[src/rtl/dacfe_pkg.sv]
package dacfe_pkg;

    // converter resolution
    localparam int DAC_BITS = 16;
    // number of synchronized pins
    localparam int PIN_COUNT = 5;

    // synchronized pin levels, one field per pin
    typedef struct packed {
        logic sclk;
        logic csn;
        logic sdi;
        logic ldacn;
        logic clrn;
    } pin_bus_t;

    // idle level each pin rests at after reset
    localparam pin_bus_t PIN_IDLE = '{
        sclk:  1'b0,
        csn:   1'b1,
        sdi:   1'b0,
        ldacn: 1'b1,
        clrn:  1'b1
    };

    // events and levels seen in the system clock domain
    typedef struct packed {
        logic frame_start;  // chip select fell
        logic frame_end;    // chip select rose
        logic bit_strobe;   // serial clock rose inside a frame
        logic bit_val;      // data level taken with bit_strobe
        logic ldac_fall;    // load strobe fell
        logic clr_fall;     // clear fell
        logic csn_lvl;
        logic ldacn_lvl;
        logic clrn_lvl;
    } evt_t;

    // width of a counter able to hold 0..limit
    function automatic int cnt_width(input int limit);
        return $clog2(limit + 1);
    endfunction

endpackage

[src/rtl/dacfe_sync.sv]
module dacfe_sync #(
    parameter int                 WIDTH   = 5,
    parameter logic [WIDTH-1:0]   IDLE    = '0,
    parameter int                 STAGES  = 2
) (
    input  logic             clk,
    input  logic             rst,
    input  logic [WIDTH-1:0] async_in,
    output logic [WIDTH-1:0] sync_out
);

    localparam int LAST = STAGES - 1;

    for (genvar b = 0; b < WIDTH; b++) begin : g_bit
        logic [STAGES-1:0] chain_q;

        always_ff @(posedge clk) begin
            if (rst) begin
                chain_q <= {STAGES{IDLE[b]}};
            end else begin
                chain_q <= {chain_q[STAGES-2:0], async_in[b]};
            end
        end

        assign sync_out[b] = chain_q[LAST];
    end

endmodule

[src/rtl/dacfe_events.sv]
module dacfe_events
    import dacfe_pkg::*;
(
    input  logic     clk,
    input  logic     rst,
    input  pin_bus_t pins_now,
    output evt_t     evt
);

    pin_bus_t pins_prev_q;

    always_ff @(posedge clk) begin
        if (rst) begin
            pins_prev_q <= PIN_IDLE;
        end else begin
            pins_prev_q <= pins_now;
        end
    end

    always_comb begin
        evt.frame_start = pins_prev_q.csn  && !pins_now.csn;
        evt.frame_end   = !pins_prev_q.csn && pins_now.csn;
        evt.bit_strobe  = !pins_prev_q.sclk && pins_now.sclk && !pins_now.csn;
        evt.bit_val     = pins_now.sdi;
        evt.ldac_fall   = pins_prev_q.ldacn && !pins_now.ldacn;
        evt.clr_fall    = pins_prev_q.clrn  && !pins_now.clrn;
        evt.csn_lvl     = pins_now.csn;
        evt.ldacn_lvl   = pins_now.ldacn;
        evt.clrn_lvl    = pins_now.clrn;
    end

endmodule

[src/rtl/dacfe_shifter.sv]
module dacfe_shifter
    import dacfe_pkg::*;
#(
    parameter int WORD_W = DAC_BITS
) (
    input  logic              clk,
    input  logic              rst,
    input  evt_t              evt,
    output logic [WORD_W-1:0] shift_q,
    output logic              word_full
);

    localparam int CNT_W = cnt_width(WORD_W);
    localparam logic [CNT_W-1:0] CNT_MAX = CNT_W'(WORD_W);

    logic [CNT_W-1:0] bit_cnt_q;

    // input register: no reset, its power-up content is undefined
    always_ff @(posedge clk) begin
        if (evt.clr_fall) begin
            shift_q <= '0;
        end else if (evt.bit_strobe) begin
            shift_q <= {shift_q[WORD_W-2:0], evt.bit_val};
        end
    end

    // saturating bit counter, status only
    always_ff @(posedge clk) begin
        if (rst || evt.clr_fall) begin
            bit_cnt_q <= '0;
        end else if (evt.frame_start) begin
            bit_cnt_q <= evt.bit_strobe ? CNT_W'(1) : '0;
        end else if (evt.bit_strobe && bit_cnt_q != CNT_MAX) begin
            bit_cnt_q <= bit_cnt_q + 1'b1;
        end
    end

    assign word_full = (bit_cnt_q == CNT_MAX);

    // a new frame always starts with the status flag low
    assert_full_clears_on_frame_R11: assert property (
        @(posedge clk) disable iff (rst)
        evt.frame_start |=> !word_full
    );

    // the flag stays set until a frame start or a clear
    assert_full_sticks_R11: assert property (
        @(posedge clk) disable iff (rst)
        (word_full && !evt.frame_start && !evt.clr_fall) |=> word_full
    );

endmodule

[src/rtl/dacfe_holdreg.sv]
module dacfe_holdreg
    import dacfe_pkg::*;
#(
    parameter int WORD_W = DAC_BITS
) (
    input  logic              clk,
    input  logic              rst,
    input  evt_t              evt,
    input  logic [WORD_W-1:0] shift_word,
    output logic [WORD_W-1:0] hold_q
);

    typedef enum logic [1:0] {
        LD_NONE,
        LD_CLEAR,
        LD_COPY
    } load_sel_e;

    load_sel_e load_sel;

    always_comb begin
        load_sel = LD_NONE;
        if (evt.clr_fall) begin
            load_sel = LD_CLEAR;
        end else if (evt.clrn_lvl &&
                     (evt.ldac_fall || (evt.frame_end && !evt.ldacn_lvl))) begin
            load_sel = LD_COPY;
        end
    end

    always_ff @(posedge clk) begin
        if (rst) begin
            hold_q <= '0;
        end else begin
            case (load_sel)
                LD_CLEAR: hold_q <= '0;
                LD_COPY:  hold_q <= shift_word;
                default:  hold_q <= hold_q;
            endcase
        end
    end

    // a frame ending with the strobe high leaves the output alone
    assert_no_load_strobe_high_R4: assert property (
        @(posedge clk) disable iff (rst)
        (evt.frame_end && evt.ldacn_lvl && !evt.ldac_fall && !evt.clr_fall)
            |=> $stable(hold_q)
    );

endmodule

[src/rtl/dac_serial_front.sv]
module dac_serial_front
    import dacfe_pkg::*;
#(
    parameter int WORD_W = DAC_BITS
) (
    input  logic              clk,
    input  logic              rst,
    input  logic              sclk,
    input  logic              cs_n,
    input  logic              sdi,
    input  logic              ldac_n,
    input  logic              clr_n,
    output logic [WORD_W-1:0] dac_code,
    output logic [WORD_W-1:0] shift_view,
    output logic              word_full
);

    pin_bus_t pins_raw;
    pin_bus_t pins_sync;
    evt_t     evt;

    assign pins_raw = '{sclk: sclk, csn: cs_n, sdi: sdi, ldacn: ldac_n, clrn: clr_n};

    dacfe_sync #(
        .WIDTH  (PIN_COUNT),
        .IDLE   (PIN_IDLE),
        .STAGES (2)
    ) i_sync (
        .clk      (clk),
        .rst      (rst),
        .async_in (pins_raw),
        .sync_out (pins_sync)
    );

    dacfe_events i_events (
        .clk      (clk),
        .rst      (rst),
        .pins_now (pins_sync),
        .evt      (evt)
    );

    dacfe_shifter #(
        .WORD_W (WORD_W)
    ) i_shifter (
        .clk       (clk),
        .rst       (rst),
        .evt       (evt),
        .shift_q   (shift_view),
        .word_full (word_full)
    );

    dacfe_holdreg #(
        .WORD_W (WORD_W)
    ) i_holdreg (
        .clk        (clk),
        .rst        (rst),
        .evt        (evt),
        .shift_word (shift_view),
        .hold_q     (dac_code)
    );

    // chip select rising with the strobe low transfers the word
    assert_cs_transfer_R3: assert property (
        @(posedge clk) disable iff (rst)
        (evt.frame_end && !evt.ldacn_lvl && evt.clrn_lvl && !evt.clr_fall)
            |=> dac_code == $past(shift_view)
    );

    // a strobe fall copies the input register
    assert_strobe_transfer_R5: assert property (
        @(posedge clk) disable iff (rst)
        (evt.ldac_fall && evt.clrn_lvl)
            |=> dac_code == $past(shift_view)
    );

    // serial activity outside a frame leaves the input register alone
    assert_idle_no_shift_R8: assert property (
        @(posedge clk) disable iff (rst)
        (evt.csn_lvl && !evt.clr_fall) |=> $stable(shift_view)
    );

    // a clear empties both registers
    assert_clear_both_R9: assert property (
        @(posedge clk) disable iff (rst)
        evt.clr_fall |=> (dac_code == '0 && shift_view == '0)
    );

    // the output is frozen while the clear is held
    assert_clear_blocks_R10: assert property (
        @(posedge clk) disable iff (rst)
        (!evt.clrn_lvl && !evt.clr_fall) |=> $stable(dac_code)
    );

endmodule

[config.mk]
export PLATFORM = sky130hd
export DESIGN_NAME = dac_serial_front
export DESIGN_NICKNAME = d
export VERILOG_FILES = /design/src/rtl/dacfe_pkg.sv /design/src/rtl/dacfe_sync.sv /design/src/rtl/dacfe_events.sv /design/src/rtl/dacfe_shifter.sv /design/src/rtl/dacfe_holdreg.sv /design/src/rtl/dac_serial_front.sv
export SDC_FILE = /design/constraint.sdc
export NUM_CORES = 1
export LEC_CHECK = 0
export ABC_CLOCK_PERIOD_IN_PS = 1300
export BUFFER_PORTS_ARGS = -buffer_cell sky130_fd_sc_hd__buf_2
export CAP_MARGIN = 40
export CORE_MARGIN = 1
export CORE_UTILIZATION = 48
export CTS_CLUSTER_DIAMETER = 120
export DETAILED_ROUTE_END_ITERATION = 10
export GPL_TIMING_DRIVEN = 0
export MAX_ROUTING_LAYER = met4
export PLACE_DENSITY = 0.74
export SLEW_MARGIN = 20
export SYNTH_ARGS = -nofsm -noshare
export SYNTH_HDL_FRONTEND = slang
export SYNTH_SLANG_ARGS = --single-unit
[constraint.sdc]
create_clock -name clk -period 1.3 [get_ports clk]
set_input_delay 0.065 -clock clk [delete_from_list [all_inputs] [get_ports clk]]
set_output_delay 0.065 -clock clk [all_outputs]
set_load 0.05 [all_outputs]
; ---- Word level (Yosys, flattened, before mapping)
; Index checks and enable logic that the tools add are counted.
[word_totals]
ff_bits = 51
output_inout_bits = 33
wordCells = 41
inputBits = 7
[op_classes]
reduce_logical = 18
n_addsub = 1
eq_ne = 4
muxes = 6
[op_table]
columns = cell, n
row1 = one-hot mux 16 bit (2 select lines), 1
row2 = two-way mux 5 bit, 2
row3 = logical AND 1 bit, 9
row4 = adder 5 x 1 -> 5 bit (second input constant), 1
row5 = == test 5 bit (second input constant), 1
row6 = zero test 1 bit, 5
row7 = != test 5 bit (second input constant), 1
row8 = two-way mux 2 bit, 2
row9 = nonzero test 2 bit, 2
row10 = == test 2 x 1 -> 1 bit (second input constant), 1
row11 = == test 2 bit (second input constant), 1
row12 = logical OR 1 bit, 2
row13 = two-way mux 1 bit, 1

; ---- Longest topological paths before layout
[depth]
word_depth = 9
mapped_depth = 6
mapped_depth_nobuf = 6

; ---- Cells and area by module
; A second synthesis with hierarchy kept.
[hier_totals]
hier_cells = 165
hier_area_um2 = 1888.1
[by_module_without_submodules]
columns = module, instances, cells_each, area_each_um2, seq_area_each_um2
row1 = dacfe_shifter, 1, 83, 859.6, 420.4
row2 = dacfe_holdreg, 1, 40, 560.5, 320.3
row3 = dacfe_sync, 1, 25, 300.3, 200.2
row4 = dacfe_events, 1, 17, 167.7, 80.1

; ---- Worst setup path before layout
; Ideal clock, no wire load.
[synth_timing]
path_type = flip-flop to flip-flop
startpoint = register i_sync.g_bit[3].chain_q[1]
endpoint = register i_shifter.shift_q[10]
t_required_ps = 1157
path_stages_with_launch = 6
path_slack_ps = 71
setup_time_ps = 143
n_path_buf = 2
period_less_slack_ps = 1229
arrival_ps = 1086
path_cell_list = dfxtp_1 or3b_1 buf_6 buf_6 nand2_2 a21oi_2
[synth_via]
elab_chain_len = 2
[synth_rtl]
columns = element, line
row1 = "start, declared", dacfe_sync.sv:15  ; logic [STAGES-1:0] chain_q;
row2 = "start signal, assigned", dacfe_sync.sv:19  ; chain_q <= {STAGES{IDLE[b]}};
row3 = "start signal, assigned", dacfe_sync.sv:21  ; chain_q <= {chain_q[STAGES-2:0], async_in[b]};
row4 = zero test 1 bit, dacfe_events.sv:23  ; evt.bit_strobe = !pins_prev_q.sclk && pins_now.sclk && !pins_now.csn;
row5 = logical AND 1 bit, dacfe_events.sv:23
row6 = "end signal, assigned", dacfe_shifter.sv:23  ; shift_q <= {shift_q[WORD_W-2:0], evt.bit_val};
row7 = "end, declared", dacfe_shifter.sv:9  ; output logic [WORD_W-1:0] shift_q,
; No other way between the ends.
; A chain may end at the register's enable or synchronous reset.

; ---- Worst setup path after layout
[layout_timing]
startpoint = register i_shifter.bit_cnt_q[0]
endpoint = output port word_full
[layout_via]
elab_chain_len = 1
[layout_rtl]
columns = element, line
row1 = "start, declared", dacfe_shifter.sv:16  ; logic [CNT_W-1:0] bit_cnt_q;
row2 = "start signal, assigned", dacfe_shifter.sv:32  ; bit_cnt_q <= evt.bit_strobe ? CNT_W'(1) : '0;
row3 = "start signal, assigned", dacfe_shifter.sv:34  ; bit_cnt_q <= bit_cnt_q + 1'b1;
row4 = == test 5 bit, dacfe_shifter.sv:38  ; assign word_full = (bit_cnt_q == CNT_MAX);
row5 = "end, declared", dac_serial_front.sv:15  ; output logic word_full
; No other way between the ends.

==> reports/results.txt <==
final hold vios -> 0
root buffer cell -> clkbuf_8
post-synth cell types -> 27
Final Critical Period -> 1290 ps
Compound-Gate Fraction of Synth Area -> 13.4%
largest net degree at the start of global routing -> 17
Seq pwr share -> 61.7%
combinational family with the most area after synthesis -> simple AND/OR/NAND/NOR gates
clock share of power -> 33.8%
# fillers -> 319
Area growth, synth to finish -> 23.5%
Yosys top cell by area -> dfxtp_1
Via density -> 5.06
via count -> 1,574
Static Leak -> 0.000958 µW
CTS tree -> built
Nets -> 271
Peak VDD IR -> 0.933 mV
Mapped Cells -> 208
Post-Synth XOR/XNOR Area -> 1.36%
I/O Buffers -> 39
asr flop ratio synth -> 0%
Die H -> 65.5 µm
Cell Area, Placed -> 2190 µm²
critical path required time -> 1240 ps
initial DRC count -> 85
syn nets -> 217
Synth Area in Adders -> 1.29%
synth warn -> 0
I/O pins -> 40
Slew Limit Headroom -> 69.7%
Pre-Repair DR Iteration Count -> 4
global-route wire length before repair -> 6.52 mm
syn avg cell area -> 9.29 µm²
overall global routing resource usage -> 20.9%
Hold WS -> 98.7 ps
Worst Max-Slew Pin Slew -> 454 ps
die width -> 65.5 µm
Comb pwr share -> 4.6%
design area -> 2390 µm²
Sum Neg Setup Slack -> 0 ps
Worst Hold Class -> in -> reg
clk_lat worst skew -> 300 ps
Worst Setup Path Type -> reg -> out
row count -> 22
total power -> 2570 µW
CP endpoint kind -> output port
Register-to-Register Path Depth -> 7
core area -> 3770 µm²
Final ANT Viol Nets -> 0
origin of the critical flop-to-flop path -> i_shifter.bit_cnt_q[0]
H-tree levels -> 2
switching pwr -> 566 µW
antenna cell count -> 0
Arr. time, crit path -> 1220 ps
number of max-cap violations -> 0
skew final -> 4.33 ps
Worst Path Max Fanout -> 3
Worst-path clk slew -> 80 ps
RSZ-0062 raised after global routing -> true
share of cells above drive strength 1 -> 38.4%
GRT Residual Overflow -> 0
ys flop type -> dfxtp_1
vias in the first global route -> 1,492
Seq cells post-synth -> 51
Commonest cells post-synth -> dfxtp_1, nand2_1, a21oi_1
Final setup viols -> 0
Tcrit/Tclk final -> 99.0%
Sink Count -> 51
initial core utilization -> 51.3%
Pwr Density -> 1080 nW/µm²
fmax -> 777 MHz
initial antenna violation count -> 0
Worst R2R End -> i_shifter.bit_cnt_q[0]
sequential share of the synthesized area -> 52.8%
post-synthesis mux area share -> 0%
Synth area leaders -> dfxtp_1, nand2_1, a21oi_1
Post-synth EDFFs -> 0
Worst Setup Start Kind -> flop
GPL Wtd Cong -> 0.747
Routed WL -> 3.90 mm
final max-slew violation count -> 0
area of the die -> 4290 µm²
most frequent cell after synthesis -> dfxtp_1
status -> completed
worst setup path start -> i_shifter.bit_cnt_q[0]
Pint -> 2010 µW
synthesized cell area -> 1930 µm²
Post-Synth Simple-Gate Area -> 26.0%
Setup crit end -> word_full
CTS buffer count -> 5
Max clock buf depth -> 2
Wirelength per Cell -> 12.5 µm
worst reg2reg setup slack -> 50 ps
DRC violations left -> 0
HPWL after DPL -> 2.58 mm
Synth top area share -> 52.8%
sw frac -> 22.0%
==> how the worst min path moves through the flow <==
| stage | from | end | slack [ps] | cells past startpoint |
|---|---|---|---|---|
| floorplan | clr_n | i_sync.g_bit[0].chain_q[0] | 170 | 1 |
| finish | rst | i_shifter.bit_cnt_q[0] | 100 | 4 |
| global route | rst | i_shifter.bit_cnt_q[0] | 110 | 4 |
| global placement | ldac_n | i_sync.g_bit[1].chain_q[0] | 250 | 2 |
| detailed placement | clr_n | i_sync.g_bit[0].chain_q[0] | 250 | 2 |
| CTS | rst | i_shifter.bit_cnt_q[0] | 90 | 4 |
==> kinds of logic (layout without fill, tap and decap cells) <==
| family | count (synthesis) | in the layout |
|---|---|---|
| and+or+nand+nor | 98 | 98 |
| DFF | 51 | 51 |
| AOI/OAI and AO/OA | 38 | 38 |
| buffers and inverters | 16 | 71 |
| xor gates and xnor gates | 3 | 3 |
| adders and majority gates | 2 | 2 |
==> layout by cell type, fill, tap and decap left out, types with 2 or more instances in the layout <==
cell type and n:
nand2_2 11, nand2b_1 3, a21oi_2 10, nand3_1 18, buf_6 4, dfxtp_1 48
buf_2 39, a21oi_1 24, nand2_1 40, xor2_1 3, buf_4 8, nor2_1 4
dfxtp_4 2, nand4_1 2, nor2b_1 6, clkbuf_8 5, dlygate4sd3_1 5, clkbuf_1 5
or2_2 9
==> registers in the layout (all words and copies together), names as in the netlist <==
name                  count
i_sync.g_bit.chain_q     10
i_events.pins_prev_q      4
i_shifter.bit_cnt_q       5
i_shifter.shift_q        16
i_holdreg.hold_q         16
==> repair_timing <==
| action | CTS | global route |
|---|---|---|
| cloned | 0 | 0 |
| gates resized for setup | 10 | 7 |
| pin swaps | 0 | 2 |
| hold buffers | 5 | 0 |
| setup endpoints to repair | 12 | 13 |
| endpoints found under the hold margin | 5 | 0 |
| buffers inserted | 1 | 4 |
==> layer usage <==
layer | GRT usage, % | vias up | wire [µm]
li1 | - | 789 | -
met1 | 23.0 | 735 | 1740
met2 | 35.4 | 46 | 1910
met3 | 4.34 | 4 | 189
met4 | 10.9 | 0 | 51
met5 | - | - | 0
==> metrics by stage <==
step | util [%] | setup slack (ps) | cells
after global routing | 63.3 | -43.6 | 311
after detailed placement | 58.0 | -55.5 | 295
final | 63.3 | 13.1 | 311
after floorplan | - | 70.6 | 208
after global placement | 58.0 | -68.9 | 295
after CTS | 62.0 | 0.159 | 308
==> worst max-delay path, cell delays in order (launching register included) <==
cell and delay, ps:
dfxtp_4 360, inv_4 60, ha_4 110, nand4bb_1 130, inv_1 100, buf_6 150
==> power groups by stage <==
stage | sequential, µW | clock, µW | combinational, µW
after floorplan | 1630 | 0 | 71.9
after global placement | 1620 | 0 | 102
after detailed placement | 1630 | 0 | 102
after CTS | 1590 | 884 | 116
after global routing | 1590 | 941 | 130
final | 1590 | 868 | 118
==> final cells by class <==
type | count | area, µm² | share of cell area [%]
buffer | 11 | 77.6 | 3.25
clock buffer | 7 | 76.3 | 3.20
timing repair buffer | 49 | 289 | 12.1
sequential | 51 | 1030 | 43.1
clock inverter | 1 | 5.00 | 0.210
multi-input combinational | 141 | 836 | 35.0
inverter | 3 | 13.8 | 0.577
tap | 48 | 60.1 | 2.52
Note: power is estimated with default switching activity, not from simulation.
